===== config.mk =====
export PLATFORM = sky130hd
export DESIGN_NAME = tap_delay_ctrl
export DESIGN_NICKNAME = d
export VERILOG_FILES = /design/src/rtl/tdc_pkg.sv /design/src/rtl/tdc_src_sel.sv /design/src/rtl/tdc_tap_ctrl.sv /design/src/rtl/tdc_chain.sv /design/src/rtl/tap_delay_ctrl.sv
export SDC_FILE = /design/constraint.sdc
export NUM_CORES = 1
export LEC_CHECK = 0
export BUFFER_PORTS_ARGS = -buffer_cell sky130_fd_sc_hd__buf_2
export CORE_ASPECT_RATIO = 0.8
export CORE_UTILIZATION = 45
export CTS_BUF_LIST = sky130_fd_sc_hd__clkbuf_8
export DETAILED_ROUTE_END_ITERATION = 7
export REMOVE_ABC_BUFFERS = 1
export SLEW_MARGIN = 20
export SYNTH_ARGS = -nofsm -noshare
export SYNTH_HDL_FRONTEND = slang
export SYNTH_SLANG_ARGS = --single-unit

===== constraint.sdc =====
create_clock -name clk -period 2.05 [get_ports clk]
set_clock_uncertainty 0.1 [all_clocks]
set_input_delay 0.1025 -clock clk [delete_from_list [all_inputs] [get_ports clk]]
set_output_delay 0.1025 -clock clk [all_outputs]
set_load 0.02 [all_outputs]

===== src/rtl/tdc_pkg.sv =====
// Shared mode and source encodings for the tap delay controller.
package tdc_pkg;
    // How the tap count evolves.
    typedef enum logic [1:0] {
        MODE_BYPASS   = 2'd0,
        MODE_FIXED    = 2'd1,
        MODE_VARIABLE = 2'd2
    } dly_mode_e;

    // What drives the delay chain.
    typedef enum logic [1:0] {
        SRC_PIN    = 2'd0,
        SRC_OUT    = 2'd1,
        SRC_BIDIR  = 2'd2,
        SRC_FABRIC = 2'd3
    } dly_src_e;
endpackage


===== src/rtl/tdc_src_sel.sv =====
// Chain source selector.
// Picks the chain input according to the SRC parameter. It also flags when the
// transmit data is chosen, so that the top can apply the fixed transmit tap.
// Assumes: tri_t = 1 means receive, tri_t = 0 means drive.
module tdc_src_sel
    import tdc_pkg::*;
#(
    parameter dly_src_e SRC = SRC_BIDIR
) (
    input  logic pin_in,
    input  logic out_in,
    input  logic fab_in,
    input  logic tri_t,
    output logic sel_data,
    output logic use_out
);
    // Static source choice, with the bidirectional case steered by tri_t.
    always_comb begin
        sel_data = 1'b0;
        use_out  = 1'b0;
        case (SRC)
            SRC_PIN:    sel_data = pin_in;
            SRC_OUT: begin
                sel_data = out_in;
                use_out  = 1'b1;
            end
            SRC_BIDIR: begin
                sel_data = tri_t ? pin_in : out_in;
                use_out  = ~tri_t;
            end
            default:    sel_data = fab_in;
        endcase
    end
endmodule


===== src/rtl/tdc_tap_ctrl.sv =====
// Tap count register.
// Applies the mode-dependent update policy.
// Assumes: INIT_TAP < 2**TAP_W; synchronous active-low reset.
module tdc_tap_ctrl
    import tdc_pkg::*;
#(
    parameter dly_mode_e MODE     = MODE_VARIABLE,
    parameter int        TAP_W    = 6,
    parameter int        INIT_TAP = 0
) (
    input  logic             clk,
    input  logic             rst_n,
    input  logic             tap_rst,
    input  logic             ce,
    input  logic             inc,
    output logic [TAP_W-1:0] tap_q
);
    localparam logic [TAP_W-1:0] INIT_V = TAP_W'(INIT_TAP);
    localparam logic [TAP_W-1:0] RST_V  = (MODE == MODE_BYPASS) ? '0 : INIT_V;

    logic [TAP_W-1:0] tap_nxt;

    // Next tap according to mode; step arithmetic wraps modulo 2**TAP_W.
    always_comb begin
        tap_nxt = tap_q;
        case (MODE)
            MODE_BYPASS: tap_nxt = '0;
            MODE_FIXED:  tap_nxt = INIT_V;
            default: begin
                if (tap_rst)
                    tap_nxt = INIT_V;
                else if (ce)
                    tap_nxt = inc ? tap_q + 1'b1 : tap_q - 1'b1;
            end
        endcase
    end

    // Tap register with synchronous reset to the mode's start value.
    always_ff @(posedge clk) begin
        if (!rst_n) tap_q <= RST_V;
        else        tap_q <= tap_nxt;
    end

    generate
        if (MODE == MODE_VARIABLE) begin : g_var_chk
            assert_step_up_R4: assert property (@(posedge clk) disable iff (!rst_n)
                (ce && inc && !tap_rst) |=> (tap_q == $past(tap_q) + 1'b1));
            assert_step_down_R4: assert property (@(posedge clk) disable iff (!rst_n)
                (ce && !inc && !tap_rst) |=> (tap_q == $past(tap_q) - 1'b1));
            assert_hold_R5: assert property (@(posedge clk) disable iff (!rst_n)
                (!ce && !tap_rst) |=> (tap_q == $past(tap_q)));
            assert_reload_R7: assert property (@(posedge clk) disable iff (!rst_n)
                tap_rst |=> (tap_q == INIT_V));
        end else if (MODE == MODE_FIXED) begin : g_fix_chk
            assert_fixed_tap_R3: assert property (@(posedge clk) disable iff (!rst_n)
                ce |=> (tap_q == INIT_V));
        end else begin : g_byp_chk
            assert_bypass_tap_R2: assert property (@(posedge clk) disable iff (!rst_n)
                (ce || tap_rst) |=> (tap_q == '0));
        end
    endgenerate
endmodule


===== src/rtl/tdc_chain.sv =====
// Delay chain model.
// A STAGES-deep register chain with a tap multiplexer on the output.
// Stage k holds the input sampled k+1 edges ago.
// Assumes: sel < STAGES; synchronous active-low reset clears all stages.
module tdc_chain #(
    parameter int STAGES = 64,
    parameter int SEL_W  = $clog2(STAGES)
) (
    input  logic             clk,
    input  logic             rst_n,
    input  logic             din,
    input  logic [SEL_W-1:0] sel,
    output logic             dout
);
    logic [STAGES-1:0] stage_q;
    logic              up_q;

    // Shift the new sample in at stage 0.
    always_ff @(posedge clk) begin
        if (!rst_n) stage_q <= '0;
        else        stage_q <= {stage_q[STAGES-2:0], din};
    end

    // Marks that at least one edge has passed out of reset.
    always_ff @(posedge clk) begin
        if (!rst_n) up_q <= 1'b0;
        else        up_q <= 1'b1;
    end

    // Tap multiplexer.
    assign dout = stage_q[sel];

    assert_zero_tap_R8: assert property (@(posedge clk) disable iff (!rst_n)
        (up_q && sel == '0) |-> (dout == $past(din)));
endmodule


===== src/rtl/tap_delay_ctrl.sv =====
// Programmable tap delay controller, top level.
// Joins the source selector, the tap counter and the delay chain. The receive
// path uses the run-time tap count; transmit data uses the constant OUT_TAP.
// Assumes: INIT_TAP and OUT_TAP lie in 0 .. TAPS-1.
module tap_delay_ctrl
    import tdc_pkg::*;
#(
    parameter dly_mode_e MODE     = MODE_VARIABLE,
    parameter dly_src_e  SRC      = SRC_BIDIR,
    parameter int        TAPS     = 64,
    parameter int        INIT_TAP = 0,
    parameter int        OUT_TAP  = 0,
    localparam int       TAP_W    = $clog2(TAPS)
) (
    input  logic             clk,
    input  logic             rst_n,
    input  logic             tap_rst,
    input  logic             ce,
    input  logic             inc,
    input  logic             pin_in,
    input  logic             out_in,
    input  logic             fab_in,
    input  logic             tri_t,
    output logic             dly_out,
    output logic [TAP_W-1:0] tap_value
);
    localparam logic [TAP_W-1:0] OUT_V = TAP_W'(OUT_TAP);

    logic             sel_data;
    logic             use_out;
    logic [TAP_W-1:0] eff_tap;

    tdc_src_sel #(.SRC(SRC)) u_src (
        .pin_in  (pin_in),
        .out_in  (out_in),
        .fab_in  (fab_in),
        .tri_t   (tri_t),
        .sel_data(sel_data),
        .use_out (use_out)
    );

    tdc_tap_ctrl #(.MODE(MODE), .TAP_W(TAP_W), .INIT_TAP(INIT_TAP)) u_tap (
        .clk    (clk),
        .rst_n  (rst_n),
        .tap_rst(tap_rst),
        .ce     (ce),
        .inc    (inc),
        .tap_q  (tap_value)
    );

    // Transmit data takes the constant transmit tap, receive data the live count.
    assign eff_tap = use_out ? OUT_V : tap_value;

    tdc_chain #(.STAGES(TAPS), .SEL_W(TAP_W)) u_chain (
        .clk  (clk),
        .rst_n(rst_n),
        .din  (sel_data),
        .sel  (eff_tap),
        .dout (dly_out)
    );

    assert_reset_tap_R1: assert property (@(posedge clk)
        !rst_n |=> (tap_value == ((MODE == MODE_BYPASS) ? '0 : TAP_W'(INIT_TAP))));
    assert_reset_out_R1: assert property (@(posedge clk)
        !rst_n |=> (dly_out == 1'b0));
endmodule


==> run metrics <==
clock slew seen by the registers of the worst setup and hold paths=0.07 ns; fmax=422 MHz; first-pass GRT wire length=9760 um; Routed Antenna Nets=0; average routed wire per standard cell=14.5 um; chip width=93.0 um; GPL Wtd Cong=0.739; sequential cell area fraction in the yosys report=0.471; Static Leak=1.44 nW; I/O pin total=16; Peak VDD IR=470 uV; post-route cell area=3500 um^2; RSZ-0062 raised after global routing=yes; CTS H-tree lvls=3; Period minus WS final=2.37 ns; maximum root-to-sink buffer count=2; Synth Area in Adders=0.0235; DP Wirelength=3780 um; XOR/XNOR Fraction of Synth Area=0.0118; commonest non-fill, non-tap cell in the layout=dfxtp_1; Top delay family on crit path=compound AO/OA/AOI/OAI gates; Max Slew Vio Count=0; cell type of the slowest stage on the worst timing path=mux4_2; Skew-Pair Late Insertion Delay=0.34 ns; PnR Total Power=2.76 mW; Synth Flop Type=dfxtp_1; top cell type by total area after synthesis=dfxtp_1; Die H=74.8 um; hold_ws=0.0270 ns; die area=6950 um^2; TritonCTS Buffers=9; core area=6380 um^2; syn avg cell area=10.9 um^2; clk root buf=clkbuf_8; Worst path depth=6; post-synthesis cell area=2980 um^2; gr usage total=0.188; critical path type=reg -> out; Layout Area Growth over Synthesis=17.6%; crit path DAT=2.16 ns; n_diodes=0; final setup margin=-0.317 ns; Initial Util=0.467; Tcrit/Tclk final=1.15; Area after DPL=3140 um^2; max cap viols=0; hold depth=2; mux contribution to synthesized area=0.109; port bufs=14; top-area cell type share of the netlist area=0.471; drt first pass iters=5; Crit. End Element=output port; via count=1,992; layout cells sized above 1=0.262; TritonCTS clock tree=built; Crit Path Max Fanout=6; Post-synth ARST share=0; main combinational cell family by area after synthesis=simple AND/OR/NAND/NOR gates; Vias/cell=5.07; WP buf/inv=2; Post-synth EDFFs=0; CP max stage delay=0.55 ns; Synth Register Bits=70; status=finished with violations; Ys Warns=0; setup TNS=-0.317 ns; clk sinks=70; Area contributors post-synth=dfxtp_1 47%, and2_1 13%, mux4_2 6.8%, mux2i_1 3.4%, clkbuf_8 2.3%; Startpoint Class=flop; Synth Area in Compound Gates=0.0849; Slew @ Worst Pin=0.410 ns; fillcell total=575; synth unique cells=51; simple-gate share of the synthesized area=0.230; R2R depth=6; initial antenna violation count=0; Min-Delay Path Class=in -> reg; Synth Instances=272; commonest non-fill, non-tap cells in the layout=67 x dfxtp_1, 63 x and2_1, 23 x buf_4, 13 x buf_2; DRT Wirelength=5710 um; DRC viols=0; endpoints failing setup=1; failing checks=setup timing; worst path required time=1.85 ns; Relative slew margins=0.726; largest net degree at the start of global routing=35; CP cell instances=buf_12 > mux4_2 > o32ai_4 > a2111oi_4 > a22o_1 > buf_6; DRT iter0 DRCs=73; gr ovfl total=0; pwr dens=788 nW/um^2; final hold vios=0; number of global-route vias before repair=1,970; Final #Nets=318; Row Count=26
[power breakdown]
part	total [mW]	internal (mW)	switching [mW]	leakage, nW
sequential	1.39	1.37	0.0160	0.566
combinational	0.269	0.136	0.133	0.765
clock	1.11	0.618	0.488	0.110
[cells by family (layout without fill, tap and decap cells)]
family,Yosys count,in the layout
xor+xnor,4,4
mux,21,21
simple gates,113,113
compound gates,35,35
flops,70,70
buf+inv,24,61
fa+ha+maj,5,5
[state kept, by name, summed over array words and instances, names as in the netlist]
signal,cells
u_chain.stage_q,64
u_tap.tap_q,6
[metal layers]
layer,track usage,up-vias,routed length [um]
met4,0.0752,0,107
met2,0.287,30,2400
met3,0.0576,9,186
li1,-,1005,-
met1,0.252,948,3020
met5,0,-,0
[through the flow]
step,utilization,setup slack (ns),std cells
after floorplan,-,-0.476,252
after global placement,0.493,-0.0635,373
after detailed placement,0.493,-0.0511,373
after CTS,0.542,-0.306,393
after global routing,0.549,-0.387,393
final,0.549,-0.317,393
[worst paths after layout]
check	to	from	slack (ns)
min	u_tap.tap_q[2]	ce	0.03
max reg2reg	u_tap.tap_q[5]	u_tap.tap_q[4]	0.19
max	dly_out	u_tap.tap_q[2]	-0.32
min reg2reg	u_chain.stage_q[36]	u_chain.stage_q[35]	0.35
[synthesized netlist by cell type, drive strengths merged (2+ instances only)]
cell type / instances
nor2: 11
nand3: 5
nand4: 2
mux2: 2
and2: 63
inv: 4
mux4: 9
mux2i: 10
dfxtp: 70
buf: 6
a2111oi: 2
nor3b: 5
o221ai: 3
a21oi: 7
o22ai: 2
nand2: 5
a211oi: 2
a21o: 2
nand2b: 10
xnor2: 4
nand3b: 3
ha: 4
o21ai: 5
clkbuf: 13
[cell type report]
class                           instances  area [um^2]  share of cell area
Sequential cell                        70         1410               0.402
Tap cell                               84          105              0.0300
Timing Repair Buffer                   41          322              0.0918
Inverter                                4         15.0             0.00429
Multi-Input combinational cell        178         1450               0.415
Clock buffer                           11          151              0.0432
Clock inverter                          5         48.8              0.0139
[what timing repair did]
item | in CTS | in global routing
pin swaps | 3 | 1
endpoints found under the hold margin | 1 | 0
gates cloned | 1 | 0
endpoints found under the setup margin | 1 | 2
setup buffers | 1 | 0
resized for setup | 14 | 6
hold buffers | 2 | 0
No activity file was read; power rests on OpenSTA's default activity.
